## src/rtl/dre_pkg.sv

```systemverilog
package dre_pkg;

   localparam int WORD_W     = 32;
   localparam int LEN_W      = 16;
   localparam int FLAG_W     = 16;
   localparam int META_W     = 14;
   localparam int FLG_GATHER = 0;
   localparam int FLG_SWAP   = 1;
   localparam int META_LSB   = 2;
   localparam int DESC_SHIFT = 3;   // 8 bytes per descriptor
   localparam int REG_AW     = 3;

   localparam logic [REG_AW-1:0] RA_BASE  = 3'd0;
   localparam logic [REG_AW-1:0] RA_SIZE  = 3'd1;
   localparam logic [REG_AW-1:0] RA_WRIDX = 3'd2;
   localparam logic [REG_AW-1:0] RA_RDIDX = 3'd3;
   localparam logic [REG_AW-1:0] RA_MAXL  = 3'd4;
   localparam logic [REG_AW-1:0] RA_MARKS = 3'd5;
   localparam logic [REG_AW-1:0] RA_STAT  = 3'd6;

   typedef enum logic [3:0] {
      S_IDLE,
      S_HDR_REQ,
      S_HDR_WAIT,
      S_CTL_REQ,
      S_CTL_WAIT,
      S_BYTE_REQ,
      S_BYTE_WAIT,
      S_BYTE_OUT,
      S_RETIRE
   } eng_state_e;

endpackage

```

## src/rtl/dre_lane.sv

```systemverilog
module dre_lane #(
   parameter bit SWAP_EN = 1'b1
) (
   input  logic [31:0] word_i,
   input  logic [1:0]  lane_i,
   input  logic        swap_i,
   output logic [7:0]  byte_o
);
   logic [1:0] sel;

   generate
      if (SWAP_EN) begin : g_swap
         assign sel = lane_i ^ {2{swap_i}};
      end else begin : g_plain
         logic unused_swap;
         assign unused_swap = swap_i;
         assign sel = lane_i;
      end
   endgenerate

   always_comb begin
      byte_o = word_i[8*sel +: 8];
   end
endmodule

```

## src/rtl/dre_regs.sv

```systemverilog
module dre_regs
   import dre_pkg::*;
#(
   parameter int          IDX_W    = 4,
   parameter logic [15:0] MAXL_RST = 16'hFFFF
) (
   input  logic                clk,
   input  logic                rst_n,
   input  logic                wr_en_i,
   input  logic [REG_AW-1:0]   addr_i,
   input  logic [WORD_W-1:0]   wdata_i,
   output logic [WORD_W-1:0]   rdata_o,
   input  logic [IDX_W-1:0]    rd_idx_i,
   input  logic                err_set_i,
   output logic [WORD_W-1:0]   base_o,
   output logic [IDX_W-1:0]    mask_o,
   output logic [IDX_W-1:0]    wr_idx_o,
   output logic [LEN_W-1:0]    max_len_o,
   output logic                ring_on_o,
   output logic                full_o,
   output logic                wm_high_o,
   output logic                wm_low_o,
   output logic                err_o
);
   localparam int SZW = IDX_W + 1;
   localparam logic [SZW-1:0] HI_RST = SZW'(1) << IDX_W;

   logic [WORD_W-1:0] base_q;
   logic [SZW-1:0]    size_q, hi_q, lo_q;
   logic [IDX_W-1:0]  wr_q;
   logic [LEN_W-1:0]  maxl_q;
   logic              err_q;
   logic [IDX_W-1:0]  pend;

   always_ff @(posedge clk) begin
      if (!rst_n) begin
         base_q <= '0;
         size_q <= '0;
         wr_q   <= '0;
         maxl_q <= MAXL_RST;
         hi_q   <= HI_RST;
         lo_q   <= '0;
         err_q  <= 1'b0;
      end else begin
         if (wr_en_i) begin
            case (addr_i)
               RA_BASE:  base_q <= wdata_i;
               RA_SIZE:  size_q <= wdata_i[SZW-1:0];
               RA_WRIDX: wr_q   <= wdata_i[IDX_W-1:0];
               RA_MAXL:  maxl_q <= wdata_i[LEN_W-1:0];
               RA_MARKS: begin
                  hi_q <= wdata_i[16 +: SZW];
                  lo_q <= wdata_i[0 +: SZW];
               end
               default: ;
            endcase
         end
         if (err_set_i)
            err_q <= 1'b1;
         else if (wr_en_i && addr_i == RA_STAT && wdata_i[0])
            err_q <= 1'b0;
      end
   end

   assign mask_o    = IDX_W'(size_q - 1'b1);
   assign base_o    = base_q;
   assign wr_idx_o  = wr_q;
   assign max_len_o = maxl_q;
   assign ring_on_o = (size_q != '0);
   assign err_o     = err_q;
   assign pend      = (wr_q - rd_idx_i) & mask_o;
   assign full_o    = ring_on_o && (((wr_q + 1'b1) & mask_o) == rd_idx_i);
   assign wm_high_o = {1'b0, pend} >= hi_q;
   assign wm_low_o  = {1'b0, pend} <= lo_q;

   always_comb begin
      rdata_o = '0;
      case (addr_i)
         RA_BASE:  rdata_o = base_q;
         RA_SIZE:  rdata_o = WORD_W'(size_q);
         RA_WRIDX: rdata_o = WORD_W'(wr_q);
         RA_RDIDX: rdata_o = WORD_W'(rd_idx_i);
         RA_MAXL:  rdata_o = WORD_W'(maxl_q);
         RA_MARKS: rdata_o = (WORD_W'(hi_q) << 16) | WORD_W'(lo_q);
         RA_STAT:  rdata_o = {28'd0, full_o, wm_low_o, wm_high_o, err_q};
         default:  rdata_o = '0;
      endcase
   end
endmodule

```

## src/rtl/dre_engine.sv

```systemverilog
module dre_engine
   import dre_pkg::*;
#(
   parameter int IDX_W   = 4,
   parameter bit SWAP_EN = 1'b1
) (
   input  logic               clk,
   input  logic               rst_n,
   input  logic               ring_on_i,
   input  logic [WORD_W-1:0]  base_i,
   input  logic [IDX_W-1:0]   mask_i,
   input  logic [IDX_W-1:0]   wr_idx_i,
   input  logic [LEN_W-1:0]   max_len_i,
   output logic [IDX_W-1:0]   rd_idx_o,
   output logic               busy_o,
   output logic               err_set_o,
   output logic               mem_rd_en_o,
   output logic [WORD_W-1:0]  mem_rd_addr_o,
   input  logic               mem_rd_valid_i,
   input  logic [WORD_W-1:0]  mem_rd_data_i,
   output logic               out_valid_o,
   input  logic               out_ready_i,
   output logic [7:0]         out_byte_o,
   output logic               out_last_o,
   output logic [META_W-1:0]  out_meta_o,
   output logic               out_swap_o,
   output logic               copy_done_o
);
   eng_state_e        st_q, st_d;
   logic [IDX_W-1:0]  rd_q;
   logic [WORD_W-1:0] buf_q;
   logic [LEN_W-1:0]  len_q, cnt_q;
   logic [META_W-1:0] meta_q;
   logic              swap_q, gather_q;
   logic [7:0]        byte_q;

   logic [WORD_W-1:0] cur_addr, desc_addr;
   logic [7:0]        lane_byte;
   logic [LEN_W-1:0]  hdr_len, eff_len;
   logic [FLAG_W-1:0] hdr_flags;
   logic              too_long, last_byte;

   assign cur_addr  = buf_q + WORD_W'(cnt_q);
   assign desc_addr = base_i + (WORD_W'(rd_q) << DESC_SHIFT);
   assign hdr_len   = mem_rd_data_i[LEN_W-1:0];
   assign hdr_flags = mem_rd_data_i[WORD_W-1:LEN_W];
   assign too_long  = hdr_len > max_len_i;
   assign eff_len   = too_long ? max_len_i : hdr_len;
   assign last_byte = (cnt_q == len_q - 1'b1);

   dre_lane #(.SWAP_EN(SWAP_EN)) u_lane (
      .word_i (mem_rd_data_i),
      .lane_i (cur_addr[1:0]),
      .swap_i (swap_q),
      .byte_o (lane_byte)
   );

   always_comb begin
      st_d          = st_q;
      mem_rd_en_o   = 1'b0;
      mem_rd_addr_o = desc_addr;
      case (st_q)
         S_IDLE:
            if (ring_on_i && rd_q != (wr_idx_i & mask_i)) st_d = S_HDR_REQ;
         S_HDR_REQ: begin
            mem_rd_en_o = 1'b1;
            st_d        = S_HDR_WAIT;
         end
         S_HDR_WAIT:
            if (mem_rd_valid_i) st_d = S_CTL_REQ;
         S_CTL_REQ: begin
            mem_rd_en_o   = 1'b1;
            mem_rd_addr_o = desc_addr + WORD_W'(4);
            st_d          = S_CTL_WAIT;
         end
         S_CTL_WAIT:
            if (mem_rd_valid_i) st_d = (eff_len == '0) ? S_RETIRE : S_BYTE_REQ;
         S_BYTE_REQ: begin
            mem_rd_en_o   = 1'b1;
            mem_rd_addr_o = {cur_addr[WORD_W-1:2], 2'b00};
            st_d          = S_BYTE_WAIT;
         end
         S_BYTE_WAIT:
            if (mem_rd_valid_i) st_d = S_BYTE_OUT;
         S_BYTE_OUT:
            if (out_ready_i) st_d = last_byte ? S_RETIRE : S_BYTE_REQ;
         S_RETIRE:
            st_d = S_IDLE;
         default:
            st_d = S_IDLE;
      endcase
   end

   always_ff @(posedge clk) begin
      if (!rst_n) begin
         st_q     <= S_IDLE;
         rd_q     <= '0;
         buf_q    <= '0;
         len_q    <= '0;
         cnt_q    <= '0;
         meta_q   <= '0;
         swap_q   <= 1'b0;
         gather_q <= 1'b0;
         byte_q   <= '0;
      end else begin
         st_q <= st_d;
         case (st_q)
            S_HDR_WAIT:
               if (mem_rd_valid_i) buf_q <= mem_rd_data_i;
            S_CTL_WAIT:
               if (mem_rd_valid_i) begin
                  len_q    <= eff_len;
                  cnt_q    <= '0;
                  meta_q   <= hdr_flags[META_LSB +: META_W];
                  swap_q   <= hdr_flags[FLG_SWAP];
                  gather_q <= hdr_flags[FLG_GATHER];
               end
            S_BYTE_WAIT:
               if (mem_rd_valid_i) byte_q <= lane_byte;
            S_BYTE_OUT:
               if (out_ready_i && !last_byte) cnt_q <= cnt_q + 1'b1;
            S_RETIRE:
               rd_q <= (rd_q + 1'b1) & mask_i;
            default: ;
         endcase
      end
   end

   assign rd_idx_o    = rd_q;
   assign busy_o      = (st_q != S_IDLE);
   assign err_set_o   = (st_q == S_CTL_WAIT) && mem_rd_valid_i && too_long;
   assign out_valid_o = (st_q == S_BYTE_OUT);
   assign out_byte_o  = byte_q;
   assign out_last_o  = (st_q == S_BYTE_OUT) && last_byte && !gather_q;
   assign out_meta_o  = meta_q;
   assign out_swap_o  = swap_q;
   assign copy_done_o = (st_q == S_RETIRE) && !gather_q;
endmodule

```

## src/rtl/dre_src_engine.sv

```systemverilog
module dre_src_engine
   import dre_pkg::*;
#(
   parameter int          IDX_W    = 4,
   parameter bit          SWAP_EN  = 1'b1,
   parameter logic [15:0] MAXL_RST = 16'hFFFF
) (
   input  logic               clk,
   input  logic               rst_n,
   input  logic               reg_wr_en,
   input  logic [2:0]         reg_addr,
   input  logic [31:0]        reg_wdata,
   output logic [31:0]        reg_rdata,
   output logic               mem_rd_en,
   output logic [31:0]        mem_rd_addr,
   input  logic               mem_rd_valid,
   input  logic [31:0]        mem_rd_data,
   output logic               out_valid,
   input  logic               out_ready,
   output logic [7:0]         out_byte,
   output logic               out_last,
   output logic [13:0]        out_meta,
   output logic               out_swap,
   output logic               copy_done,
   output logic               ring_full,
   output logic               wm_high,
   output logic               wm_low,
   output logic               len_err
);
   generate
      if (IDX_W < 1 || IDX_W > 15) begin : g_bad_idx
         $error("dre_src_engine: IDX_W must lie in 1..15");
      end
   endgenerate

   logic [WORD_W-1:0] base_w;
   logic [IDX_W-1:0]  mask_w, wr_idx_w, rd_idx_w;
   logic [LEN_W-1:0]  max_len_w;
   logic              ring_on_w, busy_w, err_set_w;

   dre_regs #(.IDX_W(IDX_W), .MAXL_RST(MAXL_RST)) u_regs (
      .clk       (clk),
      .rst_n     (rst_n),
      .wr_en_i   (reg_wr_en),
      .addr_i    (reg_addr),
      .wdata_i   (reg_wdata),
      .rdata_o   (reg_rdata),
      .rd_idx_i  (rd_idx_w),
      .err_set_i (err_set_w),
      .base_o    (base_w),
      .mask_o    (mask_w),
      .wr_idx_o  (wr_idx_w),
      .max_len_o (max_len_w),
      .ring_on_o (ring_on_w),
      .full_o    (ring_full),
      .wm_high_o (wm_high),
      .wm_low_o  (wm_low),
      .err_o     (len_err)
   );

   dre_engine #(.IDX_W(IDX_W), .SWAP_EN(SWAP_EN)) u_eng (
      .clk            (clk),
      .rst_n          (rst_n),
      .ring_on_i      (ring_on_w),
      .base_i         (base_w),
      .mask_i         (mask_w),
      .wr_idx_i       (wr_idx_w),
      .max_len_i      (max_len_w),
      .rd_idx_o       (rd_idx_w),
      .busy_o         (busy_w),
      .err_set_o      (err_set_w),
      .mem_rd_en_o    (mem_rd_en),
      .mem_rd_addr_o  (mem_rd_addr),
      .mem_rd_valid_i (mem_rd_valid),
      .mem_rd_data_i  (mem_rd_data),
      .out_valid_o    (out_valid),
      .out_ready_i    (out_ready),
      .out_byte_o     (out_byte),
      .out_last_o     (out_last),
      .out_meta_o     (out_meta),
      .out_swap_o     (out_swap),
      .copy_done_o    (copy_done)
   );
endmodule

```

## config.mk

```make
export PLATFORM = sky130hd
export DESIGN_NAME = dre_src_engine
export DESIGN_NICKNAME = d
export VERILOG_FILES = /design/src/rtl/dre_pkg.sv /design/src/rtl/dre_lane.sv /design/src/rtl/dre_regs.sv /design/src/rtl/dre_engine.sv /design/src/rtl/dre_src_engine.sv
export SDC_FILE = /design/constraint.sdc
export NUM_CORES = 1
export LEC_CHECK = 0
export BUFFER_PORTS_ARGS = -buffer_cell sky130_fd_sc_hd__buf_2
export CAP_MARGIN = 20
export CORE_ASPECT_RATIO = 1.25
export CORE_MARGIN = 2
export CORE_UTILIZATION = 40
export CTS_CLUSTER_SIZE = 28
export DETAILED_ROUTE_END_ITERATION = 12
export SLEW_MARGIN = 20
export SYNTH_ARGS = -nofsm -noshare
export SYNTH_HDL_FRONTEND = slang
export SYNTH_SLANG_ARGS = --single-unit
export TNS_END_PERCENT = 100
```

## constraint.sdc

```tcl
create_clock -name clk -period 3.7 [get_ports clk]
set_input_delay 0.185 -clock clk [delete_from_list [all_inputs] [get_ports clk]]
set_output_delay 0.185 -clock clk [all_outputs]
set_load 0.1 [all_outputs]
```

After elaboration in Yosys (flattened, before gate mapping)
Cells that the tools add are included.
{"block": "classes", "n_bitwise": 6, "add_sub_neg": 9, "shifts": 1, "reduce_logical": 29, "order_cmp": 3, "n_mux": 17, "n_eq_ne": 23}
{"op": "case mux 32 bit (7 select lines)", "n": 1}
{"op": "case mux 32 bit (2 select lines)", "n": 1}
{"op": "two-way mux 16 bit", "n": 3}
{"op": "adder 32 x 16 -> 32 bit", "n": 1}
{"op": "adder 32 x 3 -> 32 bit (second input constant)", "n": 1}
{"op": "adder 32 x 7 -> 32 bit", "n": 1}
{"op": "case mux 16 bit (2 select lines)", "n": 1}
{"op": "case mux 4 bit (8 select lines)", "n": 1}
{"op": "variable part select 32 x 6 -> 8 bit", "n": 1}
{"op": "two-way mux 4 bit", "n": 7}
{"op": "bitwise OR 21 x 5 -> 21 bit", "n": 1}
{"op": "adder 16 x 1 -> 16 bit (second input constant)", "n": 1}
{"op": "bitwise AND 4 bit", "n": 4}
{"op": "equality test 16 bit", "n": 1}
{"op": "equality test 4 x 3 -> 1 bit (second input constant)", "n": 4}
{"op": "> comparator 16 bit", "n": 1}
{"op": "zero test 16 bit", "n": 1}
{"op": "AND reduction 2 bit", "n": 8}
{"op": "subtractor 16 x 1 -> 16 bit (second input constant)", "n": 1}
{"op": "logical AND 1 bit", "n": 10}
{"op": "equality test 3 bit (second input constant)", "n": 3}
{"op": "adder 4 x 1 -> 4 bit (second input constant)", "n": 2}
{"op": "equality test 4 x 2 -> 1 bit (second input constant)", "n": 2}
{"op": "equality test 3 x 2 -> 1 bit (second input constant)", "n": 2}
{"op": "21 further kinds", "n": 29}
{"block": "word_totals", "out_inout_bits": 95, "input_bits": 72, "reg_bits": 164}

Depth between registers and ports, before layout
Gate-level depths: netlist (run 1).
{"block": "logic_depth", "ltp_word": 6, "mapped_depth": 13, "mapped_depth_nobuf": 12}

Cells and area by module
From an unflattened synthesis (run 1), not the netlist that was laid out.
{"block": "unflattened", "hier_cells": 1550, "hier_area_um2": 11949.0}
{"mod": "dre_engine", "cells_each": 1098, "area_each_um2": 8135.3, "n_inst": 1}
{"mod": "dre_regs", "cells_each": 442, "area_each_um2": 3570.9, "n_inst": 1}
{"mod": "dre_lane", "cells_each": 10, "area_each_um2": 242.7, "n_inst": 1}

Worst setup path before layout (run 1)
OpenSTA, ideal clock, no wires.
{"block": "synth_path", "path_kind": "reg-to-output", "startpoint": "reg u_eng.rd_q[1] (netlist: u_eng.rd_idx_o[1])", "endpoint": "out reg_rdata[2]", "arrival_ns": 5.996, "stages_incl_launch_ff": 12, "path_buffers": 1, "required_ns": 3.515, "setup_slack_ns": -2.481, "cell_sequence": "dfxtp_1 clkbuf_1 inv_1 fa_1 nor2b_1 ha_1 nor2b_1 o21a_1 o21a_1 o21ai_0 a21oi_1 a21oi_1"}
{"block": "synth_via", "elab_chain_len": 4}
{"element": "start, declared", "line_no": "dre_engine.sv:30", "text": "logic [IDX_W-1:0] rd_q;"}
{"element": "start signal, assigned", "line_no": "dre_engine.sv:123", "text": "rd_q <= (rd_q + 1'b1) & mask_i;"}
{"element": "subtractor 4 bit", "line_no": "dre_regs.sv:71", "text": "assign pend = (wr_q - rd_idx_i) & mask_o;"}
{"element": "bitwise AND 4 bit", "line_no": "dre_regs.sv:71"}
{"element": "less-or-equal comparator 4 x 5 -> 1 bit", "line_no": "dre_regs.sv:74", "text": "assign wm_low_o = {1'b0, pend} <= lo_q;"}
{"element": "via wm_low", "line_no": "dre_src_engine.sv:27", "text": "output logic wm_low,"}
{"element": "case mux 32 bit (7 select lines)", "line_no": "dre_regs.sv:78", "text": "case (addr_i)"}
{"element": "end, declared", "line_no": "dre_src_engine.sv:13", "text": "output logic [31:0] reg_rdata,"}
The timed path passes the listed nets, and every way through them passes these cells.

Worst setup path after layout (run 1)
{"block": "layout_path", "startpoint": "reg u_regs.base_q[3] (netlist: u_regs.base_o[3])", "endpoint": "out mem_rd_addr[19]"}
{"block": "layout_via", "elab_chain_len": 3}
{"element": "start, declared", "line_no": "dre_regs.sv:28", "text": "logic [WORD_W-1:0] base_q;"}
{"element": "start signal, assigned", "line_no": "dre_regs.sv:47", "text": "RA_BASE: base_q <= wdata_i;"}
{"element": "adder 32 x 7 -> 32 bit *", "line_no": "dre_engine.sv:44", "text": "assign desc_addr = base_i + (WORD_W'(rd_q) << DESC_SHIFT);"}
{"element": "adder 32 x 3 -> 32 bit", "line_no": "dre_engine.sv:73", "text": "mem_rd_addr_o = desc_addr + WORD_W'(4);"}
{"element": "case mux 32 bit (2 select lines) *", "line_no": "dre_engine.sv:62", "text": "case (st_q)"}
{"element": "end, declared", "line_no": "dre_src_engine.sv:15", "text": "output logic [31:0] mem_rd_addr,"}
Every way passes the cells marked *; elsewhere a longest branch is shown, timed or not.

==> metrics.md, run 1 <==
| Metric | Value |
|---|---|
| CTS sink cnt | `roughly 160` |
| Tot Pwr | `between 5000 and 6000 uW` |
| Ys async rst share | `0` |
| Antenna-violating nets left | `0` |
| Min-Delay Path Class | `in -> reg` |
| DP Worst Slack | `0.150 ns` |
| Port Buffers | `166` |
| Peak supply drop | `roughly 0.00025 V` |
| GRT Total Usage | `0.276` |
| Synth cell types | `85` |
| Cts bufs inserted | `17` |
| Post-Synthesis Cells | `approximately 1500` |
| RSZ-0062 raised after global routing | `true` |
| Final cycle utilization of the critical path | `0.994` |
| Cells after DPL | `2042` |
| Iter 0 DRT Violations | `slightly above 800` |
| Number of enable flip-flop cells after synthesis | `0` |
| Final net count | `about 1800` |
| Final HPWL DP | `~33000 um` |
| Worst setup SP type | `flip-flop` |
| Clk buf depth | `2` |
| Slowest CP cell | `a211o_4` |
| Chip height | `approximately 200 um` |
| Prevailing post-synth register cell | `dfxtp_1` |
| Synth top area cells | `dfxtp_1 27%, nand2_1 8.6%, a21boi_0 5.7%` |
| Static Leakage | `0.00601 uW` |
| # setup viols final | `0` |
| Worst reg-to-reg path cell count | `9` |
| H-tree Lvls | `4` |
| Required @ worst endpoint | `roughly 3.5 ns` |
| Clock-pin transition on the worst setup and hold timing paths | `~0.070 ns` |
| Placer congestion estimate | `between 0.9 and 1` |
| Overall routed net length | `between 40000 and 50000 um` |
| Top-level I/O count | `167` |
| Layout cells sized above 1 | `0.233` |
| CP Capture Type | `output pin` |
| Clk root buf | `clkbuf_16` |
| Fmax | `between 200 and 300 MHz` |
| Worst min-delay path startpoint | `reg_wdata[22]` |
| Crit Path Max Fanout | `5` |
| Max-cap viol count | `0` |
| Worst Hold Path EP | `u_regs.base_o[22]` |
| FILL cells | `2796` |
| FF-to-FF setup slack | `about 0.57 ns` |
| Cells along the critical path | `ha_4 -> inv_2 -> fa_2 -> nand2b_4 -> a211o_4 -> and4_4 -> a211oi_4 -> buf_6 -> nor4_2 -> buf_4 -> and2_1 -> o211a_1 -> o22ai_4 -> buf_12` |
| Ys Warns | `0` |
| Synth top area share | `0.275` |
| First-pass GRT wire length | `between 60000 and 70000 um` |
| Setup TNS | `0 ns` |
| Slowest cell delay on critical path | `between 0.3 and 0.4 ns` |
| Worst setup path start | `u_regs.base_o[3]` |
| Slew Limit Fails | `0` |
| Yosys reg bits | `164` |
| Min-Delay Path Depth | `3` |
| Number of vias per cell | `around 5.7` |
| Row count | `70` |
| Synth area leader | `dfxtp_1` |
| RR Startpoint | `u_eng.len_q[0]` |
| Synth-to-Final Area Change | `26.3%` |
| Vias in the first global route | `11500` |
| Register area share after synthesis | `0.275` |
| Worst slew pin tran | `slightly below 0.9 ns` |
| Period minus WS final | `3.68 ns` |
| Residual DRC | `0` |
| Ant. Diodes | `0` |
| Hold_ws | `~0.006 ns` |
| Outcome | `complete, no violations` |
| TritonRoute pass-1 iters | `5` |
| Antenna violations before repair | `0` |
| Non-Filler Instances | `approximately 2100` |
| Later-pin clock latency in the skew report | `approximately 0.45 ns` |
| Via count | `roughly 12000` |
| Max-slew headroom | `0.422` |
| Final hold vios | `0` |
| Data arrival time of the worst path | `around 3.5 ns` |
| Drt wl/cell | `20.6 um` |
| Total gr overflow | `0` |
| Initial Utilization | `0.408` |
| Worst setup margin | `between 0.02 and 0.025 ns` |
| Worst Setup Path Type | `reg -> out` |
| Post-Syn Area | `0.0120 sq mm` |
| R2r endpoint | `u_eng.cnt_q[14]` |
| Die span in x | `between 150 and 200 um` |
| Die ar. | `around 0.031 sq mm` |
| Total core area | `approximately 0.03 sq mm` |
| Worst-case clock skew | `0.0171 ns` |
| PwrDens | `around 370 mW/mm^2` |
| TritonCTS clock tree | `built` |
| Syn nets | `~1600` |
| Syn_area_per_cell | `between 7 and 8 sq um` |
| Pin count of the biggest net entering global routing | `just over 70` |
[power breakdown]
group | internal, uW | leakage (uW) | total, uW | switching (uW)
Sequential | 1880 | 0.00133 | 2060 | 180
Clock | 998 | 0.000279 | 1780 | 780
Combinational | 568 | 0.00440 | 1680 | 1110
Total | 3440 | 0.00601 | 5510 | 2070
[logic make-up after synthesis]
logic type	share of synthesized area
adders and majority gates	0.0615
and+or+nand+nor	0.255
muxes	0.0623
DFF	0.275
AOI/OAI and AO/OA	0.228
buffers and inverters	0.0496
xor gates and xnor gates	0.0689
[worst max-delay path by stage]
stage                       to  slack [ns]  depth (start not counted)
2_1_floorplan     reg_rdata[2]       -0.39                         11
3_3_place_gp   mem_rd_addr[27]        0.14                         12
3_5_place_dp   mem_rd_addr[27]        0.15                         12
4_1_cts        mem_rd_addr[27]       -0.02                         11
5_1_grt        mem_rd_addr[24]       -0.10                         13
6_report       mem_rd_addr[19]        0.02                         14
[layer usage]
layer  global-route usage  vias up  share of wire  wire (um)
li1                     -     5763              -          -
met1                0.332     5708           0.41      17600
met2                0.473      381           0.49      21300
met3               0.0360      107          0.044       1900
met4                0.150        0          0.057       2450
met5                    0        -              0          0
[cells in the mapped netlist (all sizes together) (36+ instances only)]
master  count
o21ai      50
mux2i      44
nor2b      36
xnor2      63
dfxtp     164
a21boi     91
a21oi      50
clkbuf     74
nor2       88
ha         54
nand2     275
inv        54
nand3      40
[layout make-up]
class / instances / area [sq um] / area share
clock inverters: 8 / 90.1 / 0.00596
well taps: 396 / 495 / 0.0328
flip-flops and latches: 164 / 3290 / 0.218
repair buffers: 249 / 1850 / 0.123
inverters: 54 / 203 / 0.0134
clock buffers: 21 / 480 / 0.0318
multi-input cells: 1205 / 8690 / 0.576
[worst max-delay path: cells and delay by family (launching register included)]
family | cells | cell delay [ns]
AO/OA/AOI/OAI | 4 | 1.06
flip-flops | 1 | 0.35
AND/OR/NAND/NOR | 4 | 0.59
adder cells (fa/ha/maj) | 2 | 0.47
buffers and inverters | 4 | 0.55
[cells in the final DEF, fill, tap and decap left out, types with 30 or more instances in the layout]
master / instances
xor2_1: 31
a21oi_1: 43
nor2_1: 83
ha_1: 49
buf_2: 141
inv_1: 53
xnor2_1: 56
nand3_1: 37
o21ai_0: 30
mux2i_1: 44
dfxtp_1: 158
buf_4: 66
a21boi_0: 91
nor2b_1: 35
nand2_1: 274
[repair_timing]
item	in CTS	in global routing
setup buffers	2	8
setup endpoints to repair	17	19
pin swaps	9	28
endpoints found under the hold margin	20	0
gates resized for setup	42	48
hold buffers	16	0
[flip-flops by register name, indices dropped and copies added, names as in the netlist]
| register | cells |
|---|---|
| u_eng.buf_q | 32 |
| u_regs.base_o | 32 |
| u_eng.cnt_q | 16 |
| u_eng.len_q | 16 |
| u_regs.max_len_o | 16 |
| u_eng.out_meta_o | 14 |
| u_eng.out_byte_o | 8 |
| u_regs.hi_q | 5 |
| u_regs.lo_q | 5 |
| u_regs.size_q | 5 |
| u_eng.rd_idx_o | 4 |
| u_eng.st_q | 4 |
| u_regs.wr_idx_o | 4 |
| u_eng.gather_q | 1 |
| u_eng.out_swap_o | 1 |
| u_regs.err_o | 1 |
[stage by stage]
step | instance area, sq um | utilization
5_1_grt | 15100 | 0.515
2_1_floorplan | 12200 | -
3_5_place_dp | 13900 | 0.473
3_3_place_gp | 13900 | 0.473
6_report | 15100 | 0.515
4_1_cts | 14800 | 0.505
No activity file was read; power rests on OpenSTA's default activity.
==> run 2: changes to the inputs <==
- CORE_UTILIZATION: 40 -> 45
- PLACE_DENSITY: not set -> 0.65
- clock period: 3.7 -> 3.58 ns (I/O delays scaled with it)
==> metrics.md, run 2 (synthesized netlist as in run 1, its figures left out) <==
| Metric | Value |
|---|---|
| Port Buffers | `166 (unchanged)` |
| Crit Path Max Fanout | `5 (unchanged)` |
| Residual DRC | `0 (unchanged)` |
| Total gr overflow | `0 (unchanged)` |
| Worst setup margin | `-0.190 ns (-0.212 ns)` |
| Die span in x | `150 um (-5.6%)` |
| Die ar. | `0.0279 sq mm (-11%)` |
| Min-Delay Path Depth | `3 (unchanged)` |
| Failing checks | `setup timing` |
| Worst setup SP type | `flip-flop` |
| Clk root buf | `clkbuf_16` |
| TritonRoute pass-1 iters | `5 (unchanged)` |
| First-pass GRT wire length | `64500 um (-1.2%)` |
| Fmax | `about 270 MHz` |
| GRT Total Usage | `0.302 (+0.0255)` |
| Final net count | `1838 (+0.99%)` |
| Most frequent cells in the layout | `275 x nand2_1, 158 x dfxtp_1, 139 x buf_2` |
| Placer congestion estimate | `0.943 (+1.2%)` |
| Slowest CP cell | `a221o_1` |
| Synth-to-Final Area Change | `27.8%` |
| Crit path top cell by count | `buf_4` |
| Period minus WS final | `between 3 and 4 ns` |
| Worst Path Buf+Inv | `4 (unchanged)` |
| DP Worst Slack | `0.0257 ns (-0.124 ns)` |
| Peak supply drop | `0.000343 V (+37%)` |
| Max-cap viol count | `0 (unchanged)` |
| Pin count of the biggest net entering global routing | `55 (-23%)` |
| H-tree Lvls | `4 (unchanged)` |
| Layout cells sized above 1 | `0.240 (+0.00645)` |
| RSZ-0062 raised after global routing | `true` |
| Data arrival time of the worst path | `3.59 ns (+0.10 ns)` |
| Hold_ws | `0.0130 ns (+0.00699 ns)` |
| Later-pin clock latency in the skew report | `0.45 ns (about the same)` |
| PwrDens | `379 mW/mm^2 (+3.8%)` |
| Slowest cell delay on critical path | `0.38 ns (about the same)` |
| Iter 0 DRT Violations | `868 (+7.8%)` |
| Max-slew headroom | `0.418 (-0.00368)` |
| Final cycle utilization of the critical path | `1.05` |
| CTS sink cnt | `164 (unchanged)` |
| Worst min-delay path startpoint | `reg_wdata[16]` |
| TritonCTS clock tree | `built` |
| Min-Delay Path Class | `in -> reg` |
| Clock-pin transition on the worst setup and hold timing paths | `0.07 ns (about the same)` |
| Final hold vios | `0 (unchanged)` |
| Ant. Diodes | `0 (unchanged)` |
| Final HPWL DP | `32000 um (-4.6%)` |
| Via count | `12200 (+2.0%)` |
| Total core area | `0.0261 sq mm (-11%)` |
| Worst setup path start | `u_regs.base_o[3]` |
| Overall routed net length | `42200 um (-2.3%)` |
| Worst-case clock skew | `0.0114 ns (-0.00572 ns)` |
| R2r endpoint | `u_eng.st_q[2]` |
| Clk buf depth | `2 (unchanged)` |
| Slew Limit Fails | `0 (unchanged)` |
| Commonest non-fill, non-tap cell in the layout | `nand2_1` |
| Worst Hold Path EP | `u_regs.hi_q[0]` |
| FF-to-FF setup slack | `0.43 ns (-0.14 ns)` |
| Top-level I/O count | `167 (unchanged)` |
| Row count | `66 (-5.7%)` |
| Antenna violations before repair | `1 (+1)` |
| Outcome | `finished, violations left` |
| Cell family with most CP delay | `compound AO/OA/AOI/OAI gates` |
| RR Startpoint | `u_eng.len_q[1]` |
| Worst reg-to-reg path cell count | `9 (unchanged)` |
| Worst Setup Path Type | `reg -> out` |
| Vias in the first global route | `11800 (+2.5%)` |
| Number of vias per cell | `5.92 (+3.8%)` |
| Cts bufs inserted | `17 (unchanged)` |
| Final design utilization | `0.586 (+0.0707)` |
| Worst slew pin tran | `0.870 ns (+0.00550 ns)` |
| Cells along the critical path | `ha_4 -> inv_2 -> fa_2 -> nand2b_4 -> a211o_4 -> o31ai_4 -> a211oi_4 -> buf_4 -> nand4b_1 -> buf_4 -> nor3_4 -> xnor2_1 -> a221o_1 -> buf_12` |
| Drt wl/cell | `20.5 um (-0.63%)` |
| Required @ worst endpoint | `3.40 ns (-0.11 ns)` |
| FILL cells | `2402 (-14%)` |
| Initial Utilization | `0.458 (+0.0507)` |
| # setup viols final | `17 (+17)` |
| Static Leakage | `0.00617 uW (+2.8%)` |
| CP Capture Type | `output pin` |
| Antenna-violating nets left | `0 (unchanged)` |
| Chip height | `186 um (-5.6%)` |
-- run 2: changes by cell type in the layout (fill, tap and decap cells not counted), sizes merged --
cell         before  now
buf             232  245
inv              58   63
dlygate4sd3      16   20
clkbuf           22   19
clkinv            2    4
-- run 2: final cells by class --
| class | count | area [sq um] | area share |
|---|---|---|---|
| Clock buffer | 17 | 425 | 0.0278 |
| Clock inverter | 15 | 184 | 0.0120 |
| Inverter | 54 | 203 | 0.0133 |
| Multi-Input combinational cell | 1205 | 8720 | 0.570 |
| Sequential cell | 164 | 3290 | 0.215 |
| Tap cell | 340 | 425 | 0.0278 |
| Timing Repair Buffer | 267 | 2040 | 0.133 |
-- run 2: power breakdown --
| group | internal, uW | total [uW] | leakage, uW | switching [uW] |
|---|---|---|---|---|
| logic | 596 | 1750 | 0.00455 | 1150 |
| registers | 1940 | 2110 | 0.00133 | 174 |
| clock network | 1010 | 1930 | 0.000295 | 919 |
-- run 2: routing by layer --
metal,track usage,wire (um),vias up
met5,0,0,-
met4,0.205,2960,0
met3,0.0459,2210,133
met2,0.505,20200,442
met1,0.356,16800,5817
li1,-,-,5809
-- run 2: how the worst max path moves through the flow --
| stage | slack [ns] | end | depth (start not counted) |
|---|---|---|---|
| after floorplan | -0.42 | mem_rd_addr[20] | 10 |
| after global placement | 0.09 | mem_rd_addr[30] | 12 |
| after detailed placement | 0.03 | mem_rd_addr[27] | 12 |
| after CTS | -0.15 | mem_rd_addr[22] | 14 |
| after global routing | -0.29 | mem_rd_addr[22] | 14 |
| final | -0.19 | mem_rd_addr[22] | 14 |
-- run 2: worst register-to-register path, cell delays in order, from the launching register on --
cell and delay (ns):
dfxtp_1 0.42, inv_1 0.07, ha_1 0.31, xnor2_1 0.15, or4_1 0.54, nor4_1 0.36, o2111ai_2 0.38, nor2_1 0.34
o32ai_1 0.17, o311a_1 0.31
-- run 2: what timing repair did --
item	4_1_cts	5_1_grt
pin swaps	20	29
hold buffers	20	0
resized for setup	58	43
hold endpoints to repair	27	0
endpoints found under the setup margin	21	24
buffers inserted	9	14
-- run 2: per-stage QoR --
stage	cell area (sq um)	instances	power, uW	setup TNS, ns
after floorplan	12200	1517	3390	-0.808
final	15300	2062	5790	-1.43
after global placement	13800	1987	3820	0
after detailed placement	13800	1987	3850	0
after CTS	15000	2048	5790	-1.42
after global routing	15300	2062	6030	-3.25
